--- src/rtl/clkdiv_pkg.sv ---
package clkdiv_pkg;
  localparam int SEL_W     = 3;
  localparam int MAX_RATIO = 32;
  localparam int CNT_W     = $clog2(MAX_RATIO / 2);
  localparam int HALF_W    = CNT_W + 1;

  typedef logic [SEL_W-1:0]  sel_t;
  typedef logic [CNT_W-1:0]  cnt_t;
  typedef logic [HALF_W-1:0] half_t;

  // full divide ratio for an encoded select
  function automatic int unsigned ratio_of(sel_t code);
    case (code)
      3'd0:    ratio_of = 1;
      3'd1:    ratio_of = 2;
      3'd2:    ratio_of = 4;
      3'd3:    ratio_of = 6;
      3'd4:    ratio_of = 8;
      3'd5:    ratio_of = 16;
      3'd6:    ratio_of = 24;
      default: ratio_of = 32;
    endcase
  endfunction

  // source cycles per output half-period (ratio 1 uses 1, counter idles)
  function automatic half_t half_of(sel_t code);
    int unsigned r;
    r = ratio_of(code);
    half_of = (r < 2) ? half_t'(1) : half_t'(r / 2);
  endfunction
endpackage

--- src/rtl/clkdiv_inreg.sv ---
module clkdiv_inreg
  import clkdiv_pkg::*;
#(
  parameter int W = SEL_W
) (
  input  logic         clk,
  input  logic         rst_n,
  input  logic [W-1:0] sel_i,
  input  logic         div_rst_i,
  input  logic         en_i,
  input  logic         byp_i,
  output logic [W-1:0] code_q,
  output logic         div_rst_q,
  output logic         en_q,
  output logic         byp_q
);
  logic [W-1:0] sel_q;

  always_ff @(posedge clk or negedge rst_n) begin
    if (!rst_n) begin
      sel_q     <= '0;
      div_rst_q <= 1'b0;
      en_q      <= 1'b0;
      byp_q     <= 1'b0;
    end else begin
      sel_q     <= sel_i;
      div_rst_q <= div_rst_i;
      en_q      <= en_i;
      byp_q     <= byp_i;
    end
  end

  // applied code only moves while the divider is held in reset
  always_ff @(posedge clk or negedge rst_n) begin
    if (!rst_n)         code_q <= '0;
    else if (div_rst_q) code_q <= sel_q;
  end
endmodule

--- src/rtl/clkdiv_count.sv ---
module clkdiv_count
  import clkdiv_pkg::*;
(
  input  logic clk,
  input  logic rst_n,
  input  logic div_rst_q,
  input  sel_t code_q,
  output logic tog_o,
  output cnt_t cnt_o
);
  half_t half;
  logic  wrap;

  always_comb begin
    half = half_of(code_q);
    wrap = ({1'b0, cnt_o} == (half - half_t'(1)));
  end

  always_ff @(posedge clk or negedge rst_n) begin
    if (!rst_n) begin
      cnt_o <= '0;
      tog_o <= 1'b0;
    end else if (div_rst_q) begin
      cnt_o <= '0;
      tog_o <= 1'b0;
    end else if (wrap) begin
      cnt_o <= '0;
      tog_o <= ~tog_o;
    end else begin
      cnt_o <= cnt_o + cnt_t'(1);
    end
  end
endmodule

--- src/rtl/clkdiv_outsel.sv ---
module clkdiv_outsel
  import clkdiv_pkg::*;
(
  input  logic clk_src,
  input  logic clk_ext,
  input  logic rst_n,
  input  sel_t code_q,
  input  logic div_rst_q,
  input  logic en_q,
  input  logic byp_q,
  input  logic tog,
  output logic clk_o
);
  logic pass_run;
  logic pass_gate;
  logic pass_clk;
  logic div_clk;
  logic ext_clk;

  assign pass_run = en_q & ~div_rst_q & (code_q == '0);

  // gate updated in the low phase so the pass-through never clips a pulse
  always_ff @(negedge clk_src or negedge rst_n) begin
    if (!rst_n) pass_gate <= 1'b0;
    else        pass_gate <= pass_run;
  end

  always_comb begin
    pass_clk = clk_src & pass_gate;
    div_clk  = tog & en_q & ~div_rst_q;
    ext_clk  = clk_ext & en_q;
    if (byp_q)               clk_o = ext_clk;
    else if (code_q == '0)   clk_o = pass_clk;
    else                     clk_o = div_clk;
  end
endmodule

--- src/rtl/ctlclk_div.sv ---
module ctlclk_div
  import clkdiv_pkg::*;
(
  input  logic             clk_src_i,
  input  logic             rst_n_i,
  input  logic             clk_ext_i,
  input  logic [SEL_W-1:0] ratio_sel_i,
  input  logic             div_rst_i,
  input  logic             clk_en_i,
  input  logic             byp_sel_i,
  output logic             clk_ctl_o,
  output logic [SEL_W-1:0] ratio_code_o,
  output logic             clk_en_o
);
  sel_t code_q;
  logic div_rst_q;
  logic en_q;
  logic byp_q;
  logic tog;
  cnt_t cnt;

  clkdiv_inreg #(.W(SEL_W)) u_inreg (
    .clk       (clk_src_i),
    .rst_n     (rst_n_i),
    .sel_i     (ratio_sel_i),
    .div_rst_i (div_rst_i),
    .en_i      (clk_en_i),
    .byp_i     (byp_sel_i),
    .code_q    (code_q),
    .div_rst_q (div_rst_q),
    .en_q      (en_q),
    .byp_q     (byp_q)
  );

  clkdiv_count u_count (
    .clk       (clk_src_i),
    .rst_n     (rst_n_i),
    .div_rst_q (div_rst_q),
    .code_q    (code_q),
    .tog_o     (tog),
    .cnt_o     (cnt)
  );

  clkdiv_outsel u_outsel (
    .clk_src   (clk_src_i),
    .clk_ext   (clk_ext_i),
    .rst_n     (rst_n_i),
    .code_q    (code_q),
    .div_rst_q (div_rst_q),
    .en_q      (en_q),
    .byp_q     (byp_q),
    .tog       (tog),
    .clk_o     (clk_ctl_o)
  );

  assign ratio_code_o = code_q;
  assign clk_en_o     = en_q;
endmodule

--- config.mk ---
export PLATFORM = sky130hd
export DESIGN_NAME = ctlclk_div
export DESIGN_NICKNAME = d
export VERILOG_FILES = /design/src/rtl/clkdiv_pkg.sv /design/src/rtl/clkdiv_inreg.sv /design/src/rtl/clkdiv_count.sv /design/src/rtl/clkdiv_outsel.sv /design/src/rtl/ctlclk_div.sv
export SDC_FILE = /design/constraint.sdc
export NUM_CORES = 1
export LEC_CHECK = 0
export BUFFER_PORTS_ARGS = -buffer_cell sky130_fd_sc_hd__buf_4
export CAP_MARGIN = 25
export CORE_MARGIN = 10
export CORE_UTILIZATION = 44
export CTS_BUF_LIST = sky130_fd_sc_hd__clkbuf_8 sky130_fd_sc_hd__clkbuf_16
export DETAILED_ROUTE_END_ITERATION = 8
export PLACE_DENSITY_LB_ADDON = 0.15
export SYNTH_ARGS = -nofsm -noshare
export SYNTH_HDL_FRONTEND = slang
export SYNTH_SLANG_ARGS = --single-unit
--- constraint.sdc ---
create_clock -name clk_src_i -period 1.7 [get_ports clk_src_i]
set_clock_uncertainty 0.2 [all_clocks]
set_input_delay 0.34 -clock clk_src_i [delete_from_list [all_inputs] [get_ports clk_src_i]]
set_output_delay 0.34 -clock clk_src_i [all_outputs]
set_load 0.03 [all_outputs]
==> flow_summary.yaml <==
power:
  p_int_w: 0.000824
  power.density_nw_per_um2: 1070
  switchingPower_w: 0.000278
  seqPwrFrac_pct: 37.8
  combPwrFrac_pct: 19.6
  p_leak_nw: 0.480
  peakVddDrop_mv: 0.763
  p_sw_share_pct: 25.2
  clkPwrFrac_pct: 42.6
sta:
  rsz0062_at_grt: "yes"
  hold_viol: 0
  holdWs_ps: 266
  final_max_slew_viol_count: 0
  relSlewSlack_pct: 78.4
  worst_slew_pin_slew_ps: 321
  fin_ws_ps: -848
  finalSetupViolCount: 3
placement:
  portBuffers: 13
  gp_congestion: 0.770
  pre_cts_ws_ps: -397
  placed_cells: 85
  hpwl_um: 927
die:
  rows: 13
  die_w_um: 57.4
  core_area_um2: 1320
  start_util_pct: 46.7
  die_y_um: 57.4
  io_pins: 14
  die-area_um2: 3300
logic_synthesis:
  seq_area_frac_synth_pct: 61.0
  syn_nets: 57
  yosys.cell_types.count: 22
  synth.cell_area_um2: 616
  avgSynthCellArea_um2: 13.1
  yosys_warnings: 0
  ys_seq_elements: 15
  syn_inst: 47
route:
  drt-initial-drc-count: 8
  ant_nets: 0
  firstDrtPassIters: 4
  wl_per_cell_um: 15.3
  drc: 0
  viasPerCell: 5.17
  wirelength_mm: 1.51
  via_count: 512
outcome:
  violations: "setup timing"
  status: "finished with violations"
cts:
  cts_tree: "built"
  clk_pin_slew_ps: 60
  clock_latency_ps: 350
grt:
  grt_max_degree: 15
  grt_pass1_vias: 619
  grt_overflow: 0
  grt_pass1_wl_mm: 2.69
  antenna_found_initial: 0
  grt_use_total_pct: 11.0
finish:
  drive_gt1_share_pct: 50.0
  nets: 95
  num_antenna_cells: 0
  area_growth_pct: 67.9
  stdcell_count: 99
worst_setup_path:
  crit_chain: "a31oi_1 -> o21ai_2 -> buf_6"
  critPathMaxStageDelay_ps: 390
  critPathRequiredTime_ps: 1160
  critPathMaxFanout: 1
  criticalPathCategory: "register to output pin"
  start_kind: "register"
  cp_slowest_cell: "dfrtn_1"
  critPathArrivalTime_ps: 2010
  worst_setup_path_end_kind: "output pin"
flow_run:
  maxCapViolCount: 0
hold_path:
  min_path_type: "register to register"
==> logic make-up (layout without fill, tap and decap cells) <==
| group | Yosys count | in the layout | share of synthesized area [%] |
|---|---|---|---|
| AND/OR/NAND/NOR | 16 | 16 | 15.7 |
| flip-flops | 15 | 15 | 61.0 |
| AO/OA/AOI/OAI | 6 | 6 | 7.72 |
| XOR/XNOR | 4 | 4 | 5.69 |
| multiplexers | 4 | 4 | 7.32 |
| adder cells (fa/ha/maj) | 1 | 1 | 2.03 |
| buffers and inverters | 1 | 38 | 0.609 |
==> repair_timing <==
| action | 4_1_cts | 5_1_grt |
|---|---|---|
| hold buffers | 7 | 0 |
| buffers inserted | 1 | 0 |
| pin swaps | 3 | 4 |
| resized for setup | 7 | 4 |
| setup endpoints to repair | 3 | 7 |
| hold endpoints to repair | 20 | 0 |
==> final timing paths <==
| kind | start | cells past startpoint | endpoint | slack [ps] |
|---|---|---|---|---|
| min in group asynchronous | rst_n_i | 3 | u_inreg.en_q | 280 |
| max in group asynchronous | rst_n_i | 2 | u_outsel.pass_gate | 370 |
| worst max-delay path | u_outsel.pass_gate | 3 | clk_ctl_o | -850 |
| worst min register to register | u_inreg.sel_q[0] | 1 | u_inreg.code_q[0] | 270 |
| worst max register to register | u_inreg.code_q[1] | 2 | u_outsel.pass_gate | -100 |
| worst min-delay path | u_inreg.sel_q[0] | 1 | u_inreg.code_q[0] | 270 |
==> metal layers <==
layer	vias up	part of all wire (%)	global-route usage, %
met5	-	0	0
met4	0	3.5	9.40
met3	6	5.1	8.19
met2	15	50	14.7
met1	245	42	10.9
li1	246	-	-
==> cell type report <==
cell class	count	area, um2
timing repair buffer	30	254
tap	15	18.8
fill	74	284
multi-input combinational	31	284
clock buffer	7	93.8
clock inverter	1	3.75
sequential	15	379
==> power groups by stage <==
stage	Combinational [W]	Sequential, W	Clock [W]
4_1_cts	0.000207	0.000413	0.000479
3_5_place_dp	0.000177	0.000418	0.00000725
6_report	0.000216	0.000416	0.000469
5_1_grt	0.000234	0.000421	0.000497
2_1_floorplan	0.0000706	0.000438	0.00000527
3_3_place_gp	0.000174	0.000417	0.00000725
==> state kept, by name (all words and copies together) (netlist names) <==
name                count
u_count.cnt_o           4
u_count.tog_o           1
u_inreg.byp_q           1
u_inreg.code_q          3
u_inreg.div_rst_q       1
u_inreg.en_q            1
u_inreg.sel_q           3
u_outsel.pass_gate      1
==> critical path: cells and delay by family, from the launching register on <==
kind	cells	cell delay, ps
buffers and inverters	1	150
DFF	1	390
AOI/OAI and AO/OA	2	240
==> per-stage QoR <==
step	TNS [ps]	utilization [%]	area (um2)	power (W)
after global placement	-533	62.5	823	0.000597
after global routing	-1080	78.4	1030	0.00115
after CTS	-946	77.0	1010	0.00110
final	-974	78.4	1030	0.00110
after floorplan	-796	-	629	0.000513
after detailed placement	-585	62.5	823	0.000602
==> cells in the mapped netlist (all sizes together) <==
cell	number	area share, %
dfrtp	14	57
nor3	5	4.1
mux2	4	7.3
o21ai	3	2.4
xnor2	3	4.3
nand3	2	1.6
nor2b	2	2.0
a21oi	1	0.81
a22oi	1	3.5
a31oi	1	1.0
and3	1	1.0
and3b	1	1.4
clkbuf	1	0.61
dfrtn	1	4.1
ha	1	2.0
nand4	1	1.0
nor2	1	0.61
nor3b	1	1.2
nor4bb	1	1.6
or3	1	1.0
xor2	1	1.4
==> cells in the final DEF (no fill, tap or decap), drive strengths merged <==
| cell type | instances |
|---|---|
| a31oi | 1 |
| clkbuf | 6 |
| and3 | 1 |
| dlygate4sd3 | 7 |
| or3 | 1 |
| dfrtn | 1 |
| nor2b | 2 |
| nor3 | 5 |
| nor2 | 1 |
| and3b | 1 |
| nor3b | 1 |
| nor4bb | 1 |
| o21ai | 3 |
| mux2 | 4 |
| nand4 | 1 |
| buf | 24 |
| a21oi | 1 |
| ha | 1 |
| xnor2 | 3 |
| inv | 1 |
| xor2 | 1 |
| dfrtp | 14 |
| a22oi | 1 |
| nand3 | 2 |
No activity file was read; power rests on OpenSTA's default activity.
